`config.mk`:
```
export PLATFORM = sky130hd
export DESIGN_NAME = wordtime_gate
export DESIGN_NICKNAME = d
export VERILOG_FILES = /design/src/rtl/wt_pkg.sv /design/src/rtl/wt_ctrl_ff.sv /design/src/rtl/wt_carry_counter.sv /design/src/rtl/wordtime_gate.sv
export SDC_FILE = /design/constraint.sdc
export NUM_CORES = 1
export LEC_CHECK = 0
export BUFFER_PORTS_ARGS = -buffer_cell sky130_fd_sc_hd__clkbuf_2
export CAP_MARGIN = 20
export CORE_AREA = 4 4 41 43
export DETAILED_ROUTE_END_ITERATION = 7
export DIE_AREA = 0 0 45 47
export PLACE_DENSITY = 0.3
export SETUP_SLACK_MARGIN = 0.02
export SKIP_LAST_GASP = 1
export SYNTH_ARGS = -nofsm -noshare
export SYNTH_HDL_FRONTEND = slang
export SYNTH_SLANG_ARGS = --single-unit
export TNS_END_PERCENT = 10
```
`constraint.sdc`:
```
create_clock -name clk -period 1.1 [get_ports clk]
set_clock_uncertainty 0.05 [all_clocks]
set_input_delay 0.055 -clock clk [delete_from_list [all_inputs] [get_ports clk]]
set_output_delay 0.055 -clock clk [all_outputs]
set_load 0.01 [all_outputs]
```
`src/rtl/wt_pkg.sv`:
```
package wt_pkg;
   typedef enum logic [1:0] {
      CTL_HOLD = 2'd0,
      CTL_SET  = 2'd1,
      CTL_CLR  = 2'd2
   } ctl_op_e;

   function automatic ctl_op_e ctl_decide(input logic stop, input logic start);
      if (stop)       return CTL_CLR;
      else if (start) return CTL_SET;
      else            return CTL_HOLD;
   endfunction
endpackage

```
`src/rtl/wt_ctrl_ff.sv`:
```
module wt_ctrl_ff
   import wt_pkg::*;
(
   input  logic clk,
   input  logic rst,
   input  logic set_i,
   input  logic clr_i,
   output logic q_o
);
   ctl_op_e op;

   always_comb begin
      op = ctl_decide(clr_i, set_i);
   end

   always_ff @(posedge clk) begin
      if (rst) begin
         q_o <= 1'b0;
      end else begin
         unique case (op)
            CTL_CLR:  q_o <= 1'b0;
            CTL_SET:  q_o <= 1'b1;
            default:  q_o <= q_o;
         endcase
      end
   end
endmodule

```
`src/rtl/wt_carry_counter.sv`:
```
module wt_carry_counter #(
   parameter int unsigned WIDTH = 3
) (
   input  logic             clk,
   input  logic             rst,
   input  logic             en_i,
   output logic [WIDTH-1:0] q_o,
   output logic             tc_o
);
   logic [WIDTH:0] carry;

   assign carry[0] = en_i;

   for (genvar b = 0; b < WIDTH; b++) begin : g_stage
      assign carry[b+1] = carry[b] & q_o[b];

      always_ff @(posedge clk) begin
         if (rst) q_o[b] <= 1'b0;
         else     q_o[b] <= q_o[b] ^ carry[b];
      end
   end

   assign tc_o = carry[WIDTH];
endmodule

```
`src/rtl/wordtime_gate.sv`:
```
module wordtime_gate #(
   parameter int unsigned CNT_W = 3
) (
   input  logic             clk,
   input  logic             rst,
   input  logic             start_i,
   output logic             gate_o,
   output logic [CNT_W-1:0] count_o
);
   localparam int unsigned WORD_LEN = 1 << CNT_W;

   if (CNT_W < 1 || CNT_W > 16) begin : g_bad_width
      $error("wordtime_gate: CNT_W must lie in 1..16");
   end
   if (WORD_LEN < 2) begin : g_bad_len
      $error("wordtime_gate: word length must be at least 2");
   end

   logic stop;

   wt_ctrl_ff u_ctrl (
      .clk   (clk),
      .rst   (rst),
      .set_i (start_i),
      .clr_i (stop),
      .q_o   (gate_o)
   );

   wt_carry_counter #(.WIDTH(CNT_W)) u_cnt (
      .clk  (clk),
      .rst  (rst),
      .en_i (gate_o),
      .q_o  (count_o),
      .tc_o (stop)
   );
endmodule

```
==> results of run 1 <==
==> cells in the final DEF, fill, tap and decap left out <==
master | Yosys | routed
sky130_fd_sc_hd__dfxtp_2 | 0 | 1
sky130_fd_sc_hd__dlygate4sd3_1 | 0 | 1
sky130_fd_sc_hd__nor2_1 | 1 | 1
sky130_fd_sc_hd__ha_4 | 0 | 3
sky130_fd_sc_hd__buf_4 | 0 | 1
sky130_fd_sc_hd__dfxtp_1 | 4 | 2
sky130_fd_sc_hd__nor2b_1 | 3 | 3
sky130_fd_sc_hd__clkbuf_2 | 0 | 6
sky130_fd_sc_hd__clkbuf_1 | 0 | 1
sky130_fd_sc_hd__clkbuf_4 | 0 | 3
sky130_fd_sc_hd__nor3_2 | 1 | 1
sky130_fd_sc_hd__dfxtp_4 | 0 | 1
==> metal layers <==
metal	part of all wire [%]	vias up
met5	0	-
met4	5.5	0
met3	13	2
met2	41	6
met1	40	57
li1	-	64
==> path summary, 6_finish.rpt <==
kind / start / endpoint / slack, ns / depth (start not counted)
hold reg to reg: u_cnt.q_o[2] / u_ctrl.q_o / 0.52 / 2
setup / recovery: u_ctrl.q_o / u_cnt.q_o[2] / -0.03 / 4
hold / removal: rst / u_cnt.q_o[0] / -0.04 / 2
setup reg to reg: u_ctrl.q_o / u_cnt.q_o[2] / -0.03 / 4
==> sequential cells by signal, summed over array words and instances (netlist names) <==
signal	flops
u_cnt.q_o	3
u_ctrl.q_o	1
==> cells by family (layout without fill, tap and decap cells) <==
logic type / Yosys count / after routing / synth area share (%)
simple gates: 5 / 5 / 21.7
flops: 4 / 4 / 53.3
fa+ha+maj: 3 / 3 / 25.0
buf+inv: 0 / 12 / 0
==> cell usage after synthesis <==
cell type / count
sky130_fd_sc_hd__dfxtp_1: 4
sky130_fd_sc_hd__ha_1: 3
sky130_fd_sc_hd__nor2b_1: 3
sky130_fd_sc_hd__nor2_1: 1
sky130_fd_sc_hd__nor3_2: 1
==> through the flow <==
step / hold WS [ns] / cell area (sq um)
global placement: 0.238 / 249
CTS: -0.0227 / 275
global route: -0.0110 / 285
detailed placement: 0.238 / 249
floorplan: 0.0666 / 193
finish: -0.0401 / 285
==> final cells by class <==
cell class	count	area, sq um	share of cell area [%]
Multi-Input combinational cell	8	108	37.7
Sequential cell	4	85.1	29.8
Timing Repair Buffer	8	47.5	16.7
Clock buffer	4	26.3	9.21
Tap cell	15	18.8	6.58
==> repair_timing <==
item | in CTS | in global routing
pin swaps | 2 | 1
gates resized for setup | 0 | 0
endpoints found under the setup margin | 2 | 2
endpoints found under the hold margin | 3 | 1
==> worst reg2reg max path: cells and delay by family, from the launching register on <==
family	cells	cell delay (ns)
fa+ha+maj	3	0.50
flops	1	0.34
simple gates	1	0.11
==> power by group through the flow <==
stage                     registers, mW  clock network, mW  logic (mW)
after detailed placement          0.168                  0      0.0425
final                             0.165              0.206      0.0441
after floorplan                   0.172                  0      0.0159
after global placement            0.167                  0      0.0423
after global routing              0.166              0.227      0.0553
after CTS                         0.165              0.217      0.0432
==> reports/metrics.sh, run 1 <==
DRT_FIRST_PASS_ITERS=2
FINAL_NETS=31
SYN-INSTANCE-COUNT=12
TIMING.CRITICAL_PATH.FROM_TYPE='flip-flop'
SWITCHING_POWER_mW=0.0972
P_TOTAL_mW=0.415
DPL.HPWL_MICRONS=248
SYNTH_FP_NETS=18
NUMBER_OF_GLOBAL_ROUTE_VIAS_BEFORE_REPAIR=144
NUMPLACEDINSTANCES=34
WORSTHOLDPATHTYPE='in2reg'
FLOORPLAN.DIE.WIDTH_MICRONS=45
SYNTH_TOP_CELLS_BY_AREA='sky130_fd_sc_hd__dfxtp_1, sky130_fd_sc_hd__ha_1, sky130_fd_sc_hd__nor2b_1'
GRT_UTIL_MET1_PCT=4.34
CELL_INTERNAL_PWR_mW=0.318
NUMBER_OF_SYNTHESIZED_REGISTER_BITS=4
GRT_USE_TOTAL_PCT=4.59
SYNTH_AREA_SQ_UM=150
NUM_ANTENNA_CELLS=0
SWITCHING_SHARE_PCT=23.4
LAYOUT-DRIVE-GT1-SHARE_PCT=66.7
CP.ARRIVAL_NS=1.20
WORST_SLEW_PIN_SLEW_NS=0.137
WORST_SLACK_NS=-0.0254
INSERTION_DELAY_NS=0.24
USE_MET3_PCT=2.68
FILLERINSTANCES=149
CTS_TREE='done'
UTILIZATION_PCT=21.9
CTS_SETUP_BUFFERS=0
TIMING.FMAX_MHz=889
RSZ_0062_RAISED_AFTER_GLOBAL_ROUTING='true'
SETUP_TOTAL_NEGATIVE_SLACK_NS=-0.0254
IRDROPWORSTVDD_V=0.000448
DETAIL_ROUTE.VIAS_PER_CELL=3.31
ANTENNA_FOUND_INITIAL=0
CTS_INSERTED_BUFFERS=3
ROUTE.DETAILED.WL_PER_INST_MICRONS=7.87
CTS.PATH.MAX_BUFFERS=2
GRT_FIRST_PASS_WIRELENGTH_MICRONS=593
WORST_SETUP_EP_TYPE='flip-flop'
CPMAXSTAGEDELAYCELL='sky130_fd_sc_hd__dfxtp_4'
POWER.SHARE.CLOCK_PCT=49.7
MAX-SLEW-MARGIN-REL_PCT=90.9
YS_SEQ_AREA_SHARE_PCT=53.3
LAYOUT_WORST_PATH_CYCLE_SHARE_PCT=102
TOP_USAGE_LAYER='met4'
YOSYS_WARNINGS=0
WIRELENGTH_MICRONS=307
DIE-AREA_SQ_UM=2120
PLACEMENT_ROWS=13
ROOT_BUFFER='sky130_fd_sc_hd__clkbuf_4'
REPORT.FINAL.SETUP_VIOL=1
SYNTH.AVG_CELL_AREA_SQ_UM=12.5
SLEW_LIMIT_FAILS=0
PATH_CELLS='ha_4 -> ha_4 -> ha_4 -> nor2b_1'
DPL_WORST_SLACK_NS=-0.0415
VIA_COUNT=129
POWER.COMBINATIONAL.FRACTION_PCT=10.6
CRIT_TYPE='reg2reg'
GRT_MAX_DEGREE=5
CRITPATHMAXFANOUT=2
NETLIST-CELL-TYPE-COUNT=5
DIE_Y_MICRONS=47
POWER_DENSITY_nW_PER_UM2=1460
YOSYSTOPAREACELLSHARE_PCT=53.3
WORST_PATH_DOMINANT_CELL_FAMILY='adder cells'
CELL_TYPE_CONTRIBUTING_THE_MOST_TOTAL_CELL_AREA_AFTER_SYNTHESIS='sky130_fd_sc_hd__dfxtp_1'
FINAL_WEIGHTED_CONGESTION_IN_ROUTABILITY_DRIVEN_PLACEMENT=0.571
GRT_OVERFLOW_TOTAL=0
FINAL-INSTANCE-COUNT-EXCL-FILL=39
POWER.SHARE.SEQUENTIAL_PCT=39.7
PERIOD_NEEDED_NS=1.13
DRT_ITER0_DRC=1
CRIT_BUF_INV=0
MET2_USAGE_PCT=5.65
PATH_COMMON_CELL='sky130_fd_sc_hd__ha_4'
DRC=0
FLOORPLAN.IO_PINS=7
FINAL_HOLD_VIOL_COUNT=3
PORT_BUFFERS=6
CORE_AREA_SQ_UM=1300
CPPEAKSTAGEDELAY_NS=0.34
FAILED_CHECKS='negative hold slack, negative setup slack'
POWER.LEAKAGE_nW=0.121
HTREE_NUM_LEVELS=1
POSTROUTEANTENNANETS=0
RUN_STATUS='finished, violations left'
FLOORPLAN.INITIALDENSITY_PCT=11.5
HOLDWS_NS=-0.0401
WORST-ENDPOINT-REQUIRED_NS=1.18
CTS.CLK_SLEW.WORST_PATHS_NS=0.04
AREA_GROWTH_PCT=90.0
CLOCK_SINKS=4
CAP_VIOL_MAX_COUNT=0
Note: power is estimated with default switching activity, not from simulation.
==> run 2, diff against run 1 <==
Clock period 1.1 ns to 1.15 ns, I/O delays scaled along.
==> reports/metrics.sh, run 2 (synthesized netlist as in run 1, its figures left out) <==
POST_CTS_RESIZED=0  # unchanged
FLOORPLAN.INITIALDENSITY_PCT=11.5  # unchanged
NUMPLACEDINSTANCES=33  # -2.9%
CP.ARRIVAL_NS=1.20  # about the same
FINAL-INSTANCE-COUNT-EXCL-FILL=39  # unchanged
GRT_MAX_DEGREE=4  # -1
CTS.CLK_SLEW.WORST_PATHS_NS=0.04  # about the same
DIE_Y_MICRONS=47  # unchanged
CRITPATHMAXFANOUT=2  # unchanged
WORST_SLACK_NS=0.0236  # +0.0490 ns
SLEW_LIMIT_FAILS=0  # unchanged
MAX-SLEW-MARGIN-REL_PCT=90.9  # about the same
FINAL_WEIGHTED_CONGESTION_IN_ROUTABILITY_DRIVEN_PLACEMENT=0.547  # -4.2%
CTS_HOLD_BUF=1
ANTENNA_FOUND_INITIAL=0  # unchanged
TOP_REGS='u_cnt.q_o (3), u_ctrl.q_o (1)'
CAP_VIOL_MAX_COUNT=0  # unchanged
PORT_BUFFERS=6  # unchanged
PLACEMENT_ROWS=13  # unchanged
RSZ_0062_RAISED_AFTER_GLOBAL_ROUTING='true'
TIMING.FMAX_MHz=888  # about the same
FLOORPLAN.IO_PINS=7  # unchanged
PERIOD_NEEDED_NS=1.13  # +0.000961 ns
WORST_SETUP_EP_TYPE='flip-flop'
CTS_INSERTED_BUFFERS=3  # unchanged
NUM_ANTENNA_CELLS=0  # unchanged
HOLDWS_NS=-0.0232  # +0.0169 ns
UTILIZATION_PCT=21.9  # unchanged
RUN_STATUS='finished, violations left'
IRDROPWORSTVDD_V=0.000360  # -20%
INSERTION_DELAY_NS=0.24  # about the same
DRT_FIRST_PASS_ITERS=1  # -1
CTS.PATH.MAX_BUFFERS=2  # unchanged
GRT_OVERFLOW_TOTAL=0  # unchanged
REPORT.FINAL.SETUP_VIOL=0  # -1
LAYOUT_WORST_PATH_CYCLE_SHARE_PCT=97.9  # -4.4 points
TIMING.CRITICAL_PATH.FROM_TYPE='flip-flop'
LARGEST_REGISTER_FFS=3  # unchanged
MAX_FLOP_REGISTER='u_cnt.q_o'
DRT_ITER0_DRC=0  # -1
FLOORPLAN.DIE.WIDTH_MICRONS=45  # unchanged
FINAL_HOLD_VIOL_COUNT=2  # -1
FAILED_CHECKS='negative hold slack'
ROUTE.DETAILED.WL_PER_INST_MICRONS=8.85  # +12%
HTREE_NUM_LEVELS=1  # unchanged
CORE_AREA_SQ_UM=1300  # unchanged
LAYOUT.CELLS.MOST_COMMON_LIST='sky130_fd_sc_hd__clkbuf_2, sky130_fd_sc_hd__nor2b_1, sky130_fd_sc_hd__ha_4, sky130_fd_sc_hd__clkbuf_4, sky130_fd_sc_hd__dfxtp_1'
POSTROUTEANTENNANETS=0  # unchanged
CLOCK_SINKS=4  # unchanged
MULTI_INPUT_AREA_SQ_UM=108  # unchanged
CTS_TREE='done'
WIRELENGTH_MICRONS=345  # +12%
LAYOUT-DRIVE-GT1-SHARE_PCT=66.7  # unchanged
DETAIL_ROUTE.VIAS_PER_CELL=3.21  # -3.1%
FINAL_NETS=31  # unchanged
WORST_SLEW_PIN_SLEW_NS=0.137  # -0.000214 ns
FILLERINSTANCES=157  # +5.4%
NUMBER_OF_GLOBAL_ROUTE_VIAS_BEFORE_REPAIR=140  # -2.8%
SEQ_AREA_SQ_UM=85.1  # unchanged
CRIT_TYPE='reg2reg'
POWER_DENSITY_nW_PER_UM2=1380  # -5.1%
DRC=0  # unchanged
GRT_FIRST_PASS_WIRELENGTH_MICRONS=586  # -1.2%
WORSTHOLDPATHTYPE='in2reg'
GRT_USE_TOTAL_PCT=4.91  # +0.32 points
WORST-ENDPOINT-REQUIRED_NS=1.22  # +0.04 ns
DPL_WORST_SLACK_NS=-0.00330  # +0.0382 ns
AREA_GROWTH_PCT=90.0  # unchanged
ROOT_BUFFER='sky130_fd_sc_hd__clkbuf_4'
FINAL_COMMON_CELL='sky130_fd_sc_hd__clkbuf_2'
DIE-AREA_SQ_UM=2120  # unchanged
VIA_COUNT=125  # -3.1%
POWER.LEAKAGE_nW=0.121  # unchanged
-- run 2: cell counts in the layout (fill, tap and decap cells not counted) --
Identical to the previous run, type by type.
-- run 2: power breakdown --
part / internal, mW / total (mW) / leakage (nW) / switching (mW)
Combinational: 0.0246 / 0.0424 / 0.0721 / 0.0178
Clock: 0.131 / 0.194 / 0.0150 / 0.0635
Sequential: 0.149 / 0.158 / 0.0337 / 0.00879
-- run 2: through the flow --
step | power (mW) | hold WS [ns] | TNS (ns) | instance area [sq um]
6_report | 0.394 | -0.0232 | 0 | 285
5_1_grt | 0.424 | -0.0154 | 0 | 285
4_1_cts | 0.408 | -0.0264 | 0 | 285
3_5_place_dp | 0.197 | 0.238 | -0.00330 | 241
3_3_place_gp | 0.197 | 0.237 | 0 | 241
2_1_floorplan | 0.180 | 0.0691 | 0 | 193
-- run 2: repair_timing --
action,4_1_cts,5_1_grt
hold endpoints to repair,2,2
setup buffers,1,0
endpoints found under the setup margin,1,1
pin swaps,2,1
-- run 2: final timing paths --
check / start / endpoint / slack, ns / cells after the start
hold / removal: rst / u_cnt.q_o[1] / -0.02 / 2
hold reg to reg: u_cnt.q_o[2] / u_ctrl.q_o / 0.53 / 2
setup reg to reg: u_ctrl.q_o / u_cnt.q_o[2] / 0.02 / 4
setup / recovery: u_ctrl.q_o / u_cnt.q_o[2] / 0.02 / 4
-- run 2: final cells by class --
type / instances / area share, %
tap: 15 / 6.58
clock buffer: 4 / 9.21
multi-input combinational: 8 / 37.7
timing repair buffer: 8 / 16.7
sequential: 4 / 29.8
-- run 2: layer usage --
metal	GRT usage [%]	wire length [microns]	up-vias
met5	0	0	-
met4	10.5	12	0
met3	2.30	24	2
met2	5.08	166	4
met1	4.57	141	56
li1	-	-	63
-- run 2: critical path: stages, from the launching register on --
cell and delay [ns]:
sky130_fd_sc_hd__dfxtp_4 0.34, sky130_fd_sc_hd__ha_4 0.16, sky130_fd_sc_hd__ha_4 0.15, sky130_fd_sc_hd__ha_4 0.19
sky130_fd_sc_hd__nor2b_1 0.12
==> run 3, diff against run 2 <==
Settings changed: RECOVER_POWER from default to 50.
==> reports/metrics.sh, run 3 (synthesized netlist as in run 1, its figures left out) <==
WL_MET1_MICRONS=144  # +2.1%
TOP_REGS='u_cnt.q_o (3), u_ctrl.q_o (1)'
CRIT_TYPE='reg2reg'
CTS_TREE='done'
AREA_GROWTH_PCT=87.5
CORE_AREA_SQ_UM=1300  # unchanged
DPL_WORST_SLACK_NS=-0.00330  # unchanged
CTS.CLK_SLEW.WORST_PATHS_NS=0.04  # about the same
FINAL_COMMON_CELL='sky130_fd_sc_hd__clkbuf_2'
TIMING.CRITICAL_PATH.FROM_TYPE='flip-flop'
IRDROPWORSTVDD_V=0.000360  # about the same
CP.ARRIVAL_NS=1.20  # about the same
POWER.LEAKAGE_nW=0.114  # -5.8%
FLOORPLAN.DIE.WIDTH_MICRONS=45  # unchanged
FAILED_CHECKS='negative hold slack'
REPORT.FINAL.SETUP_VIOL=0  # unchanged
RSZ_0062_RAISED_AFTER_GLOBAL_ROUTING='true'
PLACEMENT_ROWS=13  # unchanged
CTS_INSERTED_BUFFERS=3  # unchanged
WORST-ENDPOINT-REQUIRED_NS=1.22  # about the same
WIRELENGTH_MICRONS=350  # +1.4%
WORST_SLACK_NS=0.0236  # -0.00000100 ns
ROUTE.DETAILED.WL_PER_INST_MICRONS=8.97  # +1.4%
CRITPATHMAXFANOUT=2  # unchanged
TIMING.FMAX_MHz=888  # about the same
DETAILROUTE.WIRELENGTH.MET2_MICRONS=168  # +1.2%
FLOORPLAN.IO_PINS=7  # unchanged
WORST_SLEW_PIN_SLEW_NS=0.137  # unchanged
POST_CTS_RESIZED=0  # unchanged
MAX_FLOP_REGISTER='u_cnt.q_o'
ROUTED-WL-MET3_MICRONS=24  # unchanged
POSTROUTEANTENNANETS=0  # unchanged
GRT_USE_TOTAL_PCT=4.91  # unchanged
HTREE_NUM_LEVELS=1  # unchanged
CTS_HOLD_BUF=1  # unchanged
DIE_Y_MICRONS=47  # unchanged
FINAL_HOLD_VIOL_COUNT=2  # unchanged
CAP_VIOL_MAX_COUNT=0  # unchanged
RUN_STATUS='finished, violations left'
NUM_ANTENNA_CELLS=0  # unchanged
PORT_BUFFERS=6  # unchanged
PERIOD_NEEDED_NS=1.13  # +0.00000100 ns
HOLDWS_NS=-0.0233  # -0.0000854 ns
FINAL_WEIGHTED_CONGESTION_IN_ROUTABILITY_DRIVEN_PLACEMENT=0.547  # unchanged
ROOT_BUFFER='sky130_fd_sc_hd__clkbuf_4'
CTS.PATH.MAX_BUFFERS=2  # unchanged
DRC=0  # unchanged
SLEW_LIMIT_FAILS=0  # unchanged
GRT_MAX_DEGREE=4  # unchanged
CLOCK_SINKS=4  # unchanged
MAX-SLEW-MARGIN-REL_PCT=90.9  # unchanged
LARGEST_REGISTER_FFS=3  # unchanged
LAYOUT_WORST_PATH_CYCLE_SHARE_PCT=97.9  # about the same
P_TOTAL_mW=0.392  # -0.56%
SETUP_TOTAL_NEGATIVE_SLACK_NS=0  # unchanged
POWER_DENSITY_nW_PER_UM2=1390  # +0.77%
LAYOUT-DRIVE-GT1-SHARE_PCT=54.2  # -13 points
FLOORPLAN.INITIALDENSITY_PCT=11.5  # unchanged
GRT_OVERFLOW_TOTAL=0  # unchanged
NUMBER_OF_GLOBAL_ROUTE_VIAS_BEFORE_REPAIR=140  # unchanged
DETAIL_ROUTE.VIAS_PER_CELL=3.21  # unchanged
WORSTHOLDPATHTYPE='in2reg'
VIA_COUNT=125  # unchanged
DIE-AREA_SQ_UM=2120  # unchanged
DRT_ITER0_DRC=0  # unchanged
DRT_FIRST_PASS_ITERS=1  # unchanged
ANTENNA_FOUND_INITIAL=0  # unchanged
UTILIZATION_PCT=21.6  # -0.29 points
INSERTION_DELAY_NS=0.24  # about the same
GRT_FIRST_PASS_WIRELENGTH_MICRONS=586  # unchanged
FINAL_NETS=31  # unchanged
WORST_SETUP_EP_TYPE='flip-flop'
ROUTE.TOP_LAYER_USED='met4'
-- run 3: metal layers --
layer | vias to the layer above | track usage (%)
li1 | 63 | -
met1 | 56 | 4.57
met2 | 4 | 5.08
met3 | 2 | 2.30
met4 | 0 | 10.5
met5 | - | 0
-- run 3: worst max-delay path, stage by stage (launching register included) --
cell	delay [ns]
sky130_fd_sc_hd__dfxtp_4	0.34
sky130_fd_sc_hd__ha_4	0.16
sky130_fd_sc_hd__ha_4	0.15
sky130_fd_sc_hd__ha_4	0.19
sky130_fd_sc_hd__nor2b_1	0.12
-- run 3: path summary, 6_finish.rpt --
path	startpoint	end	slack [ns]	cells after the start
min	rst	u_cnt.q_o[1]	-0.02	2
min reg2reg	u_cnt.q_o[2]	u_ctrl.q_o	0.53	2
max	u_ctrl.q_o	u_cnt.q_o[2]	0.02	4
max reg2reg	u_ctrl.q_o	u_cnt.q_o[2]	0.02	4
-- run 3: through the flow --
stage	cells	instance area, sq um	hold WS [ns]
after floorplan	12	193	0.0691
after global placement	33	241	0.237
after detailed placement	33	241	0.238
after CTS	39	285	-0.0264
after global routing	39	282	-0.0154
final	39	282	-0.0233
-- run 3: layout make-up --
class,instances,area (sq um)
multi-input combinational,8,108
tap,15,18.8
clock buffer,4,26.3
sequential,4,83.8
timing repair buffer,8,45.0
fill,154,1020
-- run 3: repair_timing --
action                     in CTS  in global routing
pin swaps                       2                  1
buffers inserted                1                  0
hold endpoints to repair        2                  2
setup endpoints to repair       1                  1
-- run 3: where the power goes --
part	switching [mW]	total (mW)	internal, mW
logic	0.0180	0.0410	0.0230
registers	0.00878	0.157	0.148
clock network	0.0635	0.194	0.131
